$ cat src/rtl/gpio_bank_pkg.sv
package gpio_bank_pkg;
    localparam int REG_AW = 3;

    typedef enum logic [REG_AW-1:0] {
        REG_DIR  = 3'd0,
        REG_DOUT = 3'd1,
        REG_SET  = 3'd2,
        REG_CLR  = 3'd3,
        REG_PIN  = 3'd4
    } gpio_reg_e;
endpackage

$ cat src/rtl/gpio_sync.sv
module gpio_sync #(
    parameter int W      = 32,
    parameter int STAGES = 2
) (
    input  logic         clk,
    input  logic         rst_n,
    input  logic [W-1:0] async_i,
    output logic [W-1:0] sync_o
);
    typedef struct packed {
        logic [STAGES-1:0][W-1:0] stg;
    } sync_st_t;

    sync_st_t st_d, st_q;

    always_comb begin
        st_d = st_q;
        st_d.stg[0] = async_i;
        for (int i = 1; i < STAGES; i++) begin
            st_d.stg[i] = st_q.stg[i-1];
        end
    end

    always_ff @(posedge clk or negedge rst_n) begin
        if (!rst_n) st_q <= '0;
        else        st_q <= st_d;
    end

    assign sync_o = st_q.stg[STAGES-1];
endmodule

$ cat src/rtl/gpio_regfile.sv
module gpio_regfile
    import gpio_bank_pkg::*;
#(
    parameter int W = 32
) (
    input  logic              clk,
    input  logic              rst_n,
    input  logic              wr_en,
    input  logic [REG_AW-1:0] wr_idx,
    input  logic [W-1:0]      wr_data,
    output logic [W-1:0]      dir_o,
    output logic [W-1:0]      dout_o
);
    typedef struct packed {
        logic [W-1:0] dir;
        logic [W-1:0] dout;
    } bank_st_t;

    bank_st_t     st_d, st_q;
    logic [W-1:0] set_m, clr_m;

    always_comb begin
        st_d  = st_q;
        set_m = '0;
        clr_m = '0;
        if (wr_en) begin
            case (wr_idx)
                REG_DIR:  st_d.dir  = wr_data;
                REG_DOUT: st_d.dout = wr_data;
                REG_SET:  set_m     = wr_data;
                REG_CLR:  clr_m     = wr_data;
                default:  ;
            endcase
        end
        // set has priority when both masks touch one bit
        st_d.dout = (st_d.dout & ~clr_m) | set_m;
    end

    always_ff @(posedge clk or negedge rst_n) begin
        if (!rst_n) begin
            st_q.dir  <= '1;
            st_q.dout <= '0;
        end else begin
            st_q <= st_d;
        end
    end

    assign dir_o  = st_q.dir;
    assign dout_o = st_q.dout;
endmodule

$ cat src/rtl/gpio_rd_mux.sv
module gpio_rd_mux
    import gpio_bank_pkg::*;
#(
    parameter int W = 32
) (
    input  logic [REG_AW-1:0] rd_idx,
    input  logic [W-1:0]      dir_i,
    input  logic [W-1:0]      dout_i,
    input  logic [W-1:0]      pin_i,
    output logic [W-1:0]      rdata_o
);
    always_comb begin
        case (rd_idx)
            REG_DIR:           rdata_o = dir_i;
            REG_DOUT, REG_SET,
            REG_CLR:           rdata_o = dout_i;
            REG_PIN:           rdata_o = pin_i;
            default:           rdata_o = '0;
        endcase
    end
endmodule

$ cat src/rtl/gpio_bank_ctrl.sv
module gpio_bank_ctrl
    import gpio_bank_pkg::*;
#(
    parameter int N_PINS      = 32,
    parameter int SYNC_STAGES = 2
) (
    input  logic              clk,
    input  logic              rst_n,
    input  logic              bus_sel,
    input  logic              bus_wr,
    input  logic [REG_AW-1:0] bus_addr,
    input  logic [N_PINS-1:0] bus_wdata,
    output logic [N_PINS-1:0] bus_rdata,
    input  logic [N_PINS-1:0] pad_in,
    output logic [N_PINS-1:0] pad_out,
    output logic [N_PINS-1:0] pad_oe
);
    logic [N_PINS-1:0] dir_w, dout_w, pin_w;
    logic              wr_en;

    assign wr_en = bus_sel & bus_wr;

    gpio_regfile #(.W(N_PINS)) u_regs (
        .clk     (clk),
        .rst_n   (rst_n),
        .wr_en   (wr_en),
        .wr_idx  (bus_addr),
        .wr_data (bus_wdata),
        .dir_o   (dir_w),
        .dout_o  (dout_w)
    );

    gpio_sync #(.W(N_PINS), .STAGES(SYNC_STAGES)) u_sync (
        .clk     (clk),
        .rst_n   (rst_n),
        .async_i (pad_in),
        .sync_o  (pin_w)
    );

    gpio_rd_mux #(.W(N_PINS)) u_rd (
        .rd_idx  (bus_addr),
        .dir_i   (dir_w),
        .dout_i  (dout_w),
        .pin_i   (pin_w),
        .rdata_o (bus_rdata)
    );

    assign pad_out = dout_w;
    assign pad_oe  = ~dir_w;
endmodule

$ cat config.mk
export PLATFORM = sky130hd
export DESIGN_NAME = gpio_bank_ctrl
export DESIGN_NICKNAME = d
export VERILOG_FILES = /design/src/rtl/gpio_bank_pkg.sv /design/src/rtl/gpio_sync.sv /design/src/rtl/gpio_regfile.sv /design/src/rtl/gpio_rd_mux.sv /design/src/rtl/gpio_bank_ctrl.sv
export SDC_FILE = /design/constraint.sdc
export NUM_CORES = 1
export LEC_CHECK = 0
export CORE_ASPECT_RATIO = 0.9
export CORE_MARGIN = 2
export CORE_UTILIZATION = 42
export DETAILED_ROUTE_END_ITERATION = 10
export GPL_TIMING_DRIVEN = 0
export PLACE_DENSITY_LB_ADDON = 0.2
export SLEW_MARGIN = 25
export SYNTH_ARGS = -nofsm -noshare
export SYNTH_HDL_FRONTEND = slang
export SYNTH_SLANG_ARGS = --single-unit
$ cat constraint.sdc
create_clock -name clk -period 1.2 [get_ports clk]
set_clock_uncertainty 0.05 [all_clocks]
set_input_delay 0.24 -clock clk [delete_from_list [all_inputs] [get_ports clk]]
set_output_delay 0.24 -clock clk [all_outputs]
set_load 0.005 [all_outputs]
## After elaboration in Yosys (flattened, before gate mapping)

Index checks and enable logic that the tools add are counted.

- Register bits: 128
- Output and inout port bits: 96

- Reductions and logical operators: 3
- Multiplexer cells: 7
- Equality and inequality tests: 4
- Bitwise logic cells: 5

Operators with widths:

| kind | count |
|---|---|
| 2-to-1 mux 32 bit | 6 |
| case mux 32 bit (3 select lines) | 1 |
| inverter 32 bit | 2 |
| AND 32 bit | 1 |
| bitwise OR 32 bit | 1 |
| equality test 3 x 2 -> 1 bit (second input constant) | 2 |
| equality test 3 x 1 -> 1 bit (second input constant) | 1 |
| equality test 3 bit (second input constant) | 1 |
| logical NOT 3 bit | 1 |
| OR reduction 3 bit | 1 |
| AND reduction 2 bit | 1 |
| AND 1 bit | 1 |

## Longest topological paths before layout

Gate-level depths: netlist of run 1.

- Depth after elaboration: 6
- Gate-level depth with buffers: 6
- Mapped depth without buffers: 3

## Cells and area by module

From an unflattened synthesis of run 1, not the netlist that was laid out.

- Cell total of the unflattened synthesis: 432
- Area total of the unflattened synthesis: 5,569.1 um2

Modules (own cells, without submodules):

| module | sequential area each (um2) | area each (um2) | cells each | instances |
|---|---|---|---|---|
| gpio_regfile | 1,641.6 | 2,598.7 | 178 | 1 |
| gpio_sync | 1,601.5 | 1,601.5 | 64 | 1 |
| gpio_rd_mux | 0.0 | 1,242.4 | 157 | 1 |
| gpio_bank_ctrl | 0.0 | 126.4 | 33 | 1 |

## Worst setup path after synthesis of run 1

Ideal clock, no wire load.

- Kind: input -> register
- Start point: in bus_sel
- End point: reg u_regs.st_q (netlist bit u_regs.dout_o[10])
- Buffers on the path: 3
- Setup slack: -0.143 ns
- Library setup time: 0.126 ns
- Stages: 6
- Arrival: 1.167 ns
- Data required time: 1.024 ns
- Cell sequence: and3b_1 -> buf_6 -> and2_4 -> buf_6 -> buf_6 -> a221o_1

RTL lines:

| what | RTL line | source |
|---|---|---|
| start, declared | gpio_bank_ctrl.sv:9 | `input logic bus_sel,` |
| end signal, assigned | gpio_regfile.sv:44 | `st_q <= st_d;` |
| end, declared | gpio_regfile.sv:19 | `bank_st_t st_d, st_q;` |

## Final worst setup path of run 1

- Start point: in bus_addr[1]
- End point: out bus_rdata[31]

- Cells in the longest elaborated chain, start to end: 3

Ends and longest elaborated chain:

| what | RTL line | source |
|---|---|---|
| start, declared | gpio_bank_ctrl.sv:11 | `input logic [REG_AW-1:0] bus_addr,` |
| equality test 3 x 1 -> 1 bit / equality test 3 x 2 -> 1 bit (equally long branches) | gpio_rd_mux.sv:13 | `case (rd_idx)` |
| OR reduction 3 bit | gpio_rd_mux.sv:13 |  |
| case mux 32 bit (3 select lines) * | gpio_rd_mux.sv:13 |  |
| end, declared | gpio_bank_ctrl.sv:13 | `output logic [N_PINS-1:0] bus_rdata,` |

Mark *: on every way between the ends. The rest lies on a longest branch, timed or not.

==> flow_summary.ini, run 1 <==
[floorplanning]
coreArea_um2 = 12600
fp-row-count = 39
io_pins = 167
die_area_um2 = 13800
die_x_um = 124
initial_core_util_pct = 42.8
chipHeight_um = 112

[timing]
finalCriticalPeriod_ns = 1.65
finalMaxSlewViolations = 0
clock.fmax_mhz = 607
setup_viol_count_final = 107
whs_ns = 0.186
hold_viol = 0
setup_ws_ns = -0.447
rsz0062_at_grt = yes
relSlewSlack_pct = 76.0
tightest_slew_ns = 0.361
fin_crit_sh_pct = 137

[yosys]
synth_top_area_share_pct = 44.4
synth_area_leaders = dfrtp_1 (44%), dfstp_2 (16%), o21ai_1 (6.1%)
ys_seq_area_share_pct = 59.9
synth.avg_cell_area_um2 = 11.0
syn_area_um2 = 5410
synthesis.nets = 563
ys_warn_count = 0
synth_top_area_cell = dfrtp_1
synthDistinctLibCells = 18
synthCells = 492
synth_seq_cells = 128

[pwr]
ir_drop_mv = 1.37
p_per_area_nw_per_um2 = 1490
p_leak_uw = 0.00417

[setup_path]
cp-start-kind = input pin
r2r_setup_slack_ns = -0.09
crit_slowest_cell = mux2i_2
cp.required_ns = 0.91
arrival_ns = 1.36
max_stage_delay_ns = 0.19
crit_chain = buf_8 -> nor2_4 -> buf_6 -> buf_12 -> buf_12 -> buf_6 -> mux2i_2 -> o21ai_1 -> buf_2
criticalPathCategory = input pin to primary output
crit_fanout = 5
worstSetupEndpointType = primary output

[place]
dp_hpwl_um = 10600
portBuffers = 166
placed_area_um2 = 7330
gp_congestion = 0.786
place_ws_ns = -1.37
dp.cells = 823

[global_routing]
grt_max_degree = 73
grt_usage_pct = 26.0
grt_pass1_wl_um = 27300
antenna_found_initial = 1
grt_pass1_vias = 5284
overflow = 0

[routing]
via_count = 5306
route.detailed.wl_per_inst_um = 18.2
first_pass_iters = 5
drtIter0Drc = 459
final_antenna_net_count = 0
drc = 0
vias_per_cell = 5.39
wl_um = 17900

[clock_tree]
clkTransAtPathRegs_ns = 0.05
cts_buffer_depth = 2
cts_root_buffer = clkbuf_16
cts_buffers = 17
clk_latency_ns = 0.41
cts_tree = yes
htree_levels = 4
clock_sinks = 128

[layout]
fin_cells = 984
final_nets = 878
diodes = 0
area_delta_synth_final_pct = 74.2
finalInstanceArea_um2 = 9430
drive_above_1_share_pct = 46.2

[outcome]
violations = negative setup slack
status = complete, but fails checks

[job]
maxCapViolCount = 0

[hold_path]
worstHoldPathType = input pin to flop
[worst max-delay path: cells and delay by family]
| kind | cells | cell delay, ns |
|---|---|---|
| buf+inv | 6 | 0.68 |
| mux | 1 | 0.19 |
| simple gates | 1 | 0.13 |
| compound gates | 1 | 0.11 |
[report_power, final]
| group | switching, uW | total (uW) | internal [uW] |
|---|---|---|---|
| registers | 299 | 5250 | 4950 |
| logic | 1360 | 3320 | 1960 |
| clock network | 1850 | 5440 | 3590 |
| total | 3510 | 14000 | 10500 |
[synthesized netlist by cell type]
library cell / instances
a221o_1: 32
and2_1: 1
and2_4: 1
and3b_1: 1
buf_2: 20
buf_6: 5
clkbuf_1: 13
dfrtp_1: 96
dfstp_2: 32
inv_1: 32
mux2i_1: 32
nand2_1: 33
nand3_1: 64
nand3b_1: 32
nor2_2: 1
o21ai_0: 30
o21ai_1: 66
xor2_1: 1
[cells by family after synthesis]
kind of cell	Yosys count	share of synthesized area, %
compound gates	128	14.8
xor+xnor	1	0.162
buf+inv	70	6.01
flops	128	59.9
mux	32	5.92
simple gates	133	13.2
[final timing paths]
| kind | startpoint | end | cells past startpoint |
|---|---|---|---|
| hold / removal | bus_addr[0] | u_regs.dout_o[31] | 3 |
| max in group asynchronous | rst_n | u_regs.dir_o[18] | 3 |
| hold reg to reg | u_sync.st_d[37] | u_sync.sync_o[5] | 0 |
| min in group asynchronous | rst_n | u_sync.sync_o[1] | 2 |
| setup / recovery | bus_addr[1] | bus_rdata[31] | 9 |
| setup reg to reg | u_regs.dout_o[22] | u_regs.dout_o[22] | 6 |
[final cells by class]
type	instances	area [um2]
plain buffers	37	395
clock buffers	23	508
clock inverters	9	128
fillers	817	3210
inverters	32	138
multi-input cells	294	1930
flip-flops and latches	128	3250
well taps	164	205
repair buffers	297	2880
[through the flow]
step | TNS [ns] | total power (uW) | utilization, %
after floorplan | -4.39 | 6080 | -
after global placement | -680.55 | 7550 | 57.8
after detailed placement | -89.16 | 7620 | 58.0
after CTS | -24.10 | 13400 | 69.9
after global routing | -28.99 | 14600 | 74.6
final | -24.36 | 14000 | 74.6
[cells in the final DEF (no fill, tap or decap), types with 4 or more instances in the layout]
cell / netlist / routed
o21ai_0: 30 / 9
buf_12: 0 / 8
clkbuf_8: 0 / 8
dfstp_2: 32 / 32
inv_4: 0 / 7
a221o_1: 32 / 32
o21ai_2: 0 / 4
buf_4: 0 / 49
clkbuf_16: 0 / 22
clkdlybuf4s50_1: 0 / 64
buf_2: 20 / 55
o21ai_1: 66 / 83
buf_6: 5 / 123
mux2i_1: 32 / 26
buf_8: 0 / 6
nand3b_1: 32 / 32
nand2_1: 33 / 31
nand3_1: 64 / 64
inv_2: 0 / 25
clkbuf_2: 0 / 13
dfrtp_1: 96 / 94
[state kept, by name, summed over array words and instances (netlist names)]
name	count
u_regs.dir_o	32
u_regs.dout_o	32
u_sync.st_d	32
u_sync.sync_o	32
[timing repair]
action | CTS | global route
hold buffers | 1 | 0
gates cloned | 3 | 2
setup buffers | 87 | 50
pin swaps | 14 | 22
gates resized for setup | 536 | 112
endpoints found under the setup margin | 160 | 188
hold endpoints to repair | 41 | 0
[routing by layer]
metal  share of wire [%]  vias to the layer above  GRT usage (%)
met5               0.072                        -              0
met4                 2.2                        2           8.79
met3                 7.5                       41           7.07
met2                  49                      232           41.9
met1                  41                     2643           33.8
li1                    -                     2388              -
Note: power is estimated with default switching activity, not from simulation.
==> inputs of run 2 (changes only) <==
--- a/config.mk
+++ b/config.mk
@@ -5,7 +5,7 @@
 export SDC_FILE = /design/constraint.sdc
 export NUM_CORES = 1
 export LEC_CHECK = 0
-export CORE_ASPECT_RATIO = 0.9
+export CORE_ASPECT_RATIO = 0.5
 export CORE_MARGIN = 2
 export CORE_UTILIZATION = 42
 export DETAILED_ROUTE_END_ITERATION = 10
==> flow_summary.ini, run 2 (same netlist as run 1, synthesis figures left out) <==
[layout]
final_nets = 863
multi_input_area_um2 = 1960
fill_cells = 919
drive_above_1_share_pct = 45.8
mostFrequentLayoutCells = buf_6 (115), dfrtp_1 (92), o21ai_1 (79)
regArea_um2 = 3250
diodes = 0
finalInstanceArea_um2 = 9260
final_common_cell = buf_6
area_delta_synth_final_pct = 71.1

[place]
placed_area_um2 = 7340
place_ws_ns = -1.41
gp_congestion = 0.804
portBuffers = 166
dp_hpwl_um = 10400

[setup_path]
crit_chain = mux2i_1 -> o21ai_2 -> buf_2
arrival_ns = 1.32
cp_top_family = flip-flops
cp.required_ns = 0.91
worst-r2r-cell-count = 6
cp.buffers_inverters = 1
r2r_setup_slack_ns = -0.16
r2r-end = u_regs.dout_o[15]
crit_fanout = 2
cp-start-kind = flop
crit_slowest_cell = dfstp_2
max_stage_delay_ns = 0.53
criticalPathCategory = flop to primary output
reg2reg_from = u_regs.dout_o[15]
worstSetupEndpointType = primary output

[timing]
relSlewSlack_pct = 77.1
finalMaxSlewViolations = 0
setup_viol_count_final = 106
tns_ns = -22.91
tightest_slew_ns = 0.344
fin_crit_sh_pct = 134
rsz0062_at_grt = yes
clock.fmax_mhz = 622
hold_viol = 0
finalCriticalPeriod_ns = 1.61
setup_ws_ns = -0.407

[global_routing]
antenna_found_initial = 0
grt_max_degree = 89
grt_pass1_vias = 5055
overflow = 0
grt_usage_pct = 25.6
grt_pass1_wl_um = 26800

[outcome]
status = complete, but fails checks
violations = negative setup slack

[pwr]
p_per_area_nw_per_um2 = 1540
ir_drop_mv = 0.819
p_leak_uw = 0.00405

[clock_tree]
cts_root_buffer = clkbuf_16
clk_latency_ns = 0.41
cts_buffer_depth = 2
cts_tree = yes
clock_sinks = 128
clkTransAtPathRegs_ns = 0.06
htree_levels = 4
cts_buffers = 17

[hold_path]
min_to = u_sync.st_d[62]
min_path_cells = 1
hp-start = pad_in[30]
worstHoldPathType = input pin to flop

[routing]
drtIter0Drc = 415
final_antenna_net_count = 0
wl_met2_um = 8930
vias_per_cell = 5.26
top_layer = met4
drt-met1-wl_um = 7920
route.detailed.wl_per_inst_um = 18.8
first_pass_iters = 5
via_count = 5125
drc = 0
wl_um = 18300
wl_met3_um = 1220

[floorplanning]
chipHeight_um = 84.3
io_pins = 167
fp-row-count = 29
coreArea_um2 = 12600
die_area_um2 = 13900
die_x_um = 165
initial_core_util_pct = 42.9

[job]
maxCapViolCount = 0
-- run 2: cell count changes in the layout (fill, tap and decap cells not counted), moves of 4 or more --
cell | previous run | this run
buf_2 | 55 | 60
inv_4 | 7 | 12
buf_6 | 123 | 115
buf_4 | 49 | 40
inv_2 | 25 | 19
buf_12 | 8 | 4
o21ai_1 | 83 | 79
-- run 2: metal layers --
layer / vias up / global-route usage, %
met5: - / 0
met4: 0 / 8.30
met3: 24 / 5.53
met2: 197 / 40.9
met1: 2543 / 35.2
li1: 2361 / -
-- run 2: stage by stage --
stage          hold WS [ns]  power (uW)  instances  utilization (%)
2_1_floorplan        -0.106        6080        492                -
3_3_place_gp          0.281        7550        828             57.9
3_5_place_dp         0.0938        7620        829             58.1
4_1_cts               0.210       13500        935             68.5
5_1_grt               0.215       14900        975             73.3
6_report              0.219       14300        975             73.3
-- run 2: final cells by class --
cell class	count	area share, %
clock buffer	19	4.78
clock inverter	13	2.27
buffer	34	3.51
inverter	32	1.62
timing repair buffer	285	29.3
multi-input combinational	294	21.2
sequential	128	35.1
tap	170	2.30
-- run 2: worst reg2reg max path: cells and delay by family (launching register included) --
| kind | cells | cell delay (ns) |
|---|---|---|
| and+or+nand+nor | 1 | 0.06 |
| AOI/OAI and AO/OA | 2 | 0.34 |
| DFF | 1 | 0.42 |
| buffers and inverters | 3 | 0.37 |
-- run 2: worst max path at each step --
| stage | from | end | slack (ns) | depth (start not counted) |
|---|---|---|---|---|
| 6_report | u_regs.dir_o[2] | bus_rdata[2] | -0.41 | 3 |
| 5_1_grt | u_regs.dir_o[18] | bus_rdata[18] | -0.44 | 3 |
| 4_1_cts | u_regs.dir_o[23] | bus_rdata[23] | -0.42 | 3 |
| 3_5_place_dp | bus_addr[2] | bus_rdata[23] | -1.41 | 6 |
| 3_3_place_gp | rst_n | u_sync.sync_o[11] | -5.14 | 1 |
| 2_1_floorplan | bus_sel | u_regs.dout_o[10] | -0.14 | 6 |
-- run 2: repair_timing --
action / CTS / global route
endpoints found under the hold margin: 40 / 0
hold buffers: 1 / 0
cloned: 5 / 2
gates resized for setup: 529 / 125
setup endpoints to repair: 160 / 203
buffers inserted: 72 / 48
pin swaps: 22 / 23
-- run 2: power breakdown --
group          internal [uW]  switching (uW)
logic                   1970            1380
clock network           3750            1950
registers               4950             305
total                  10700            3630
==> inputs of run 3 (changes only) <==
--- a/config.mk
+++ b/config.mk
@@ -9,6 +9,7 @@
 export CORE_MARGIN = 2
 export CORE_UTILIZATION = 42
 export DETAILED_ROUTE_END_ITERATION = 10
+export GPL_ROUTABILITY_DRIVEN = 0
 export GPL_TIMING_DRIVEN = 0
 export PLACE_DENSITY_LB_ADDON = 0.2
 export SLEW_MARGIN = 25
==> results of run 3 <==
The final DEF is identical to that of run 2; final timing and power are the same.
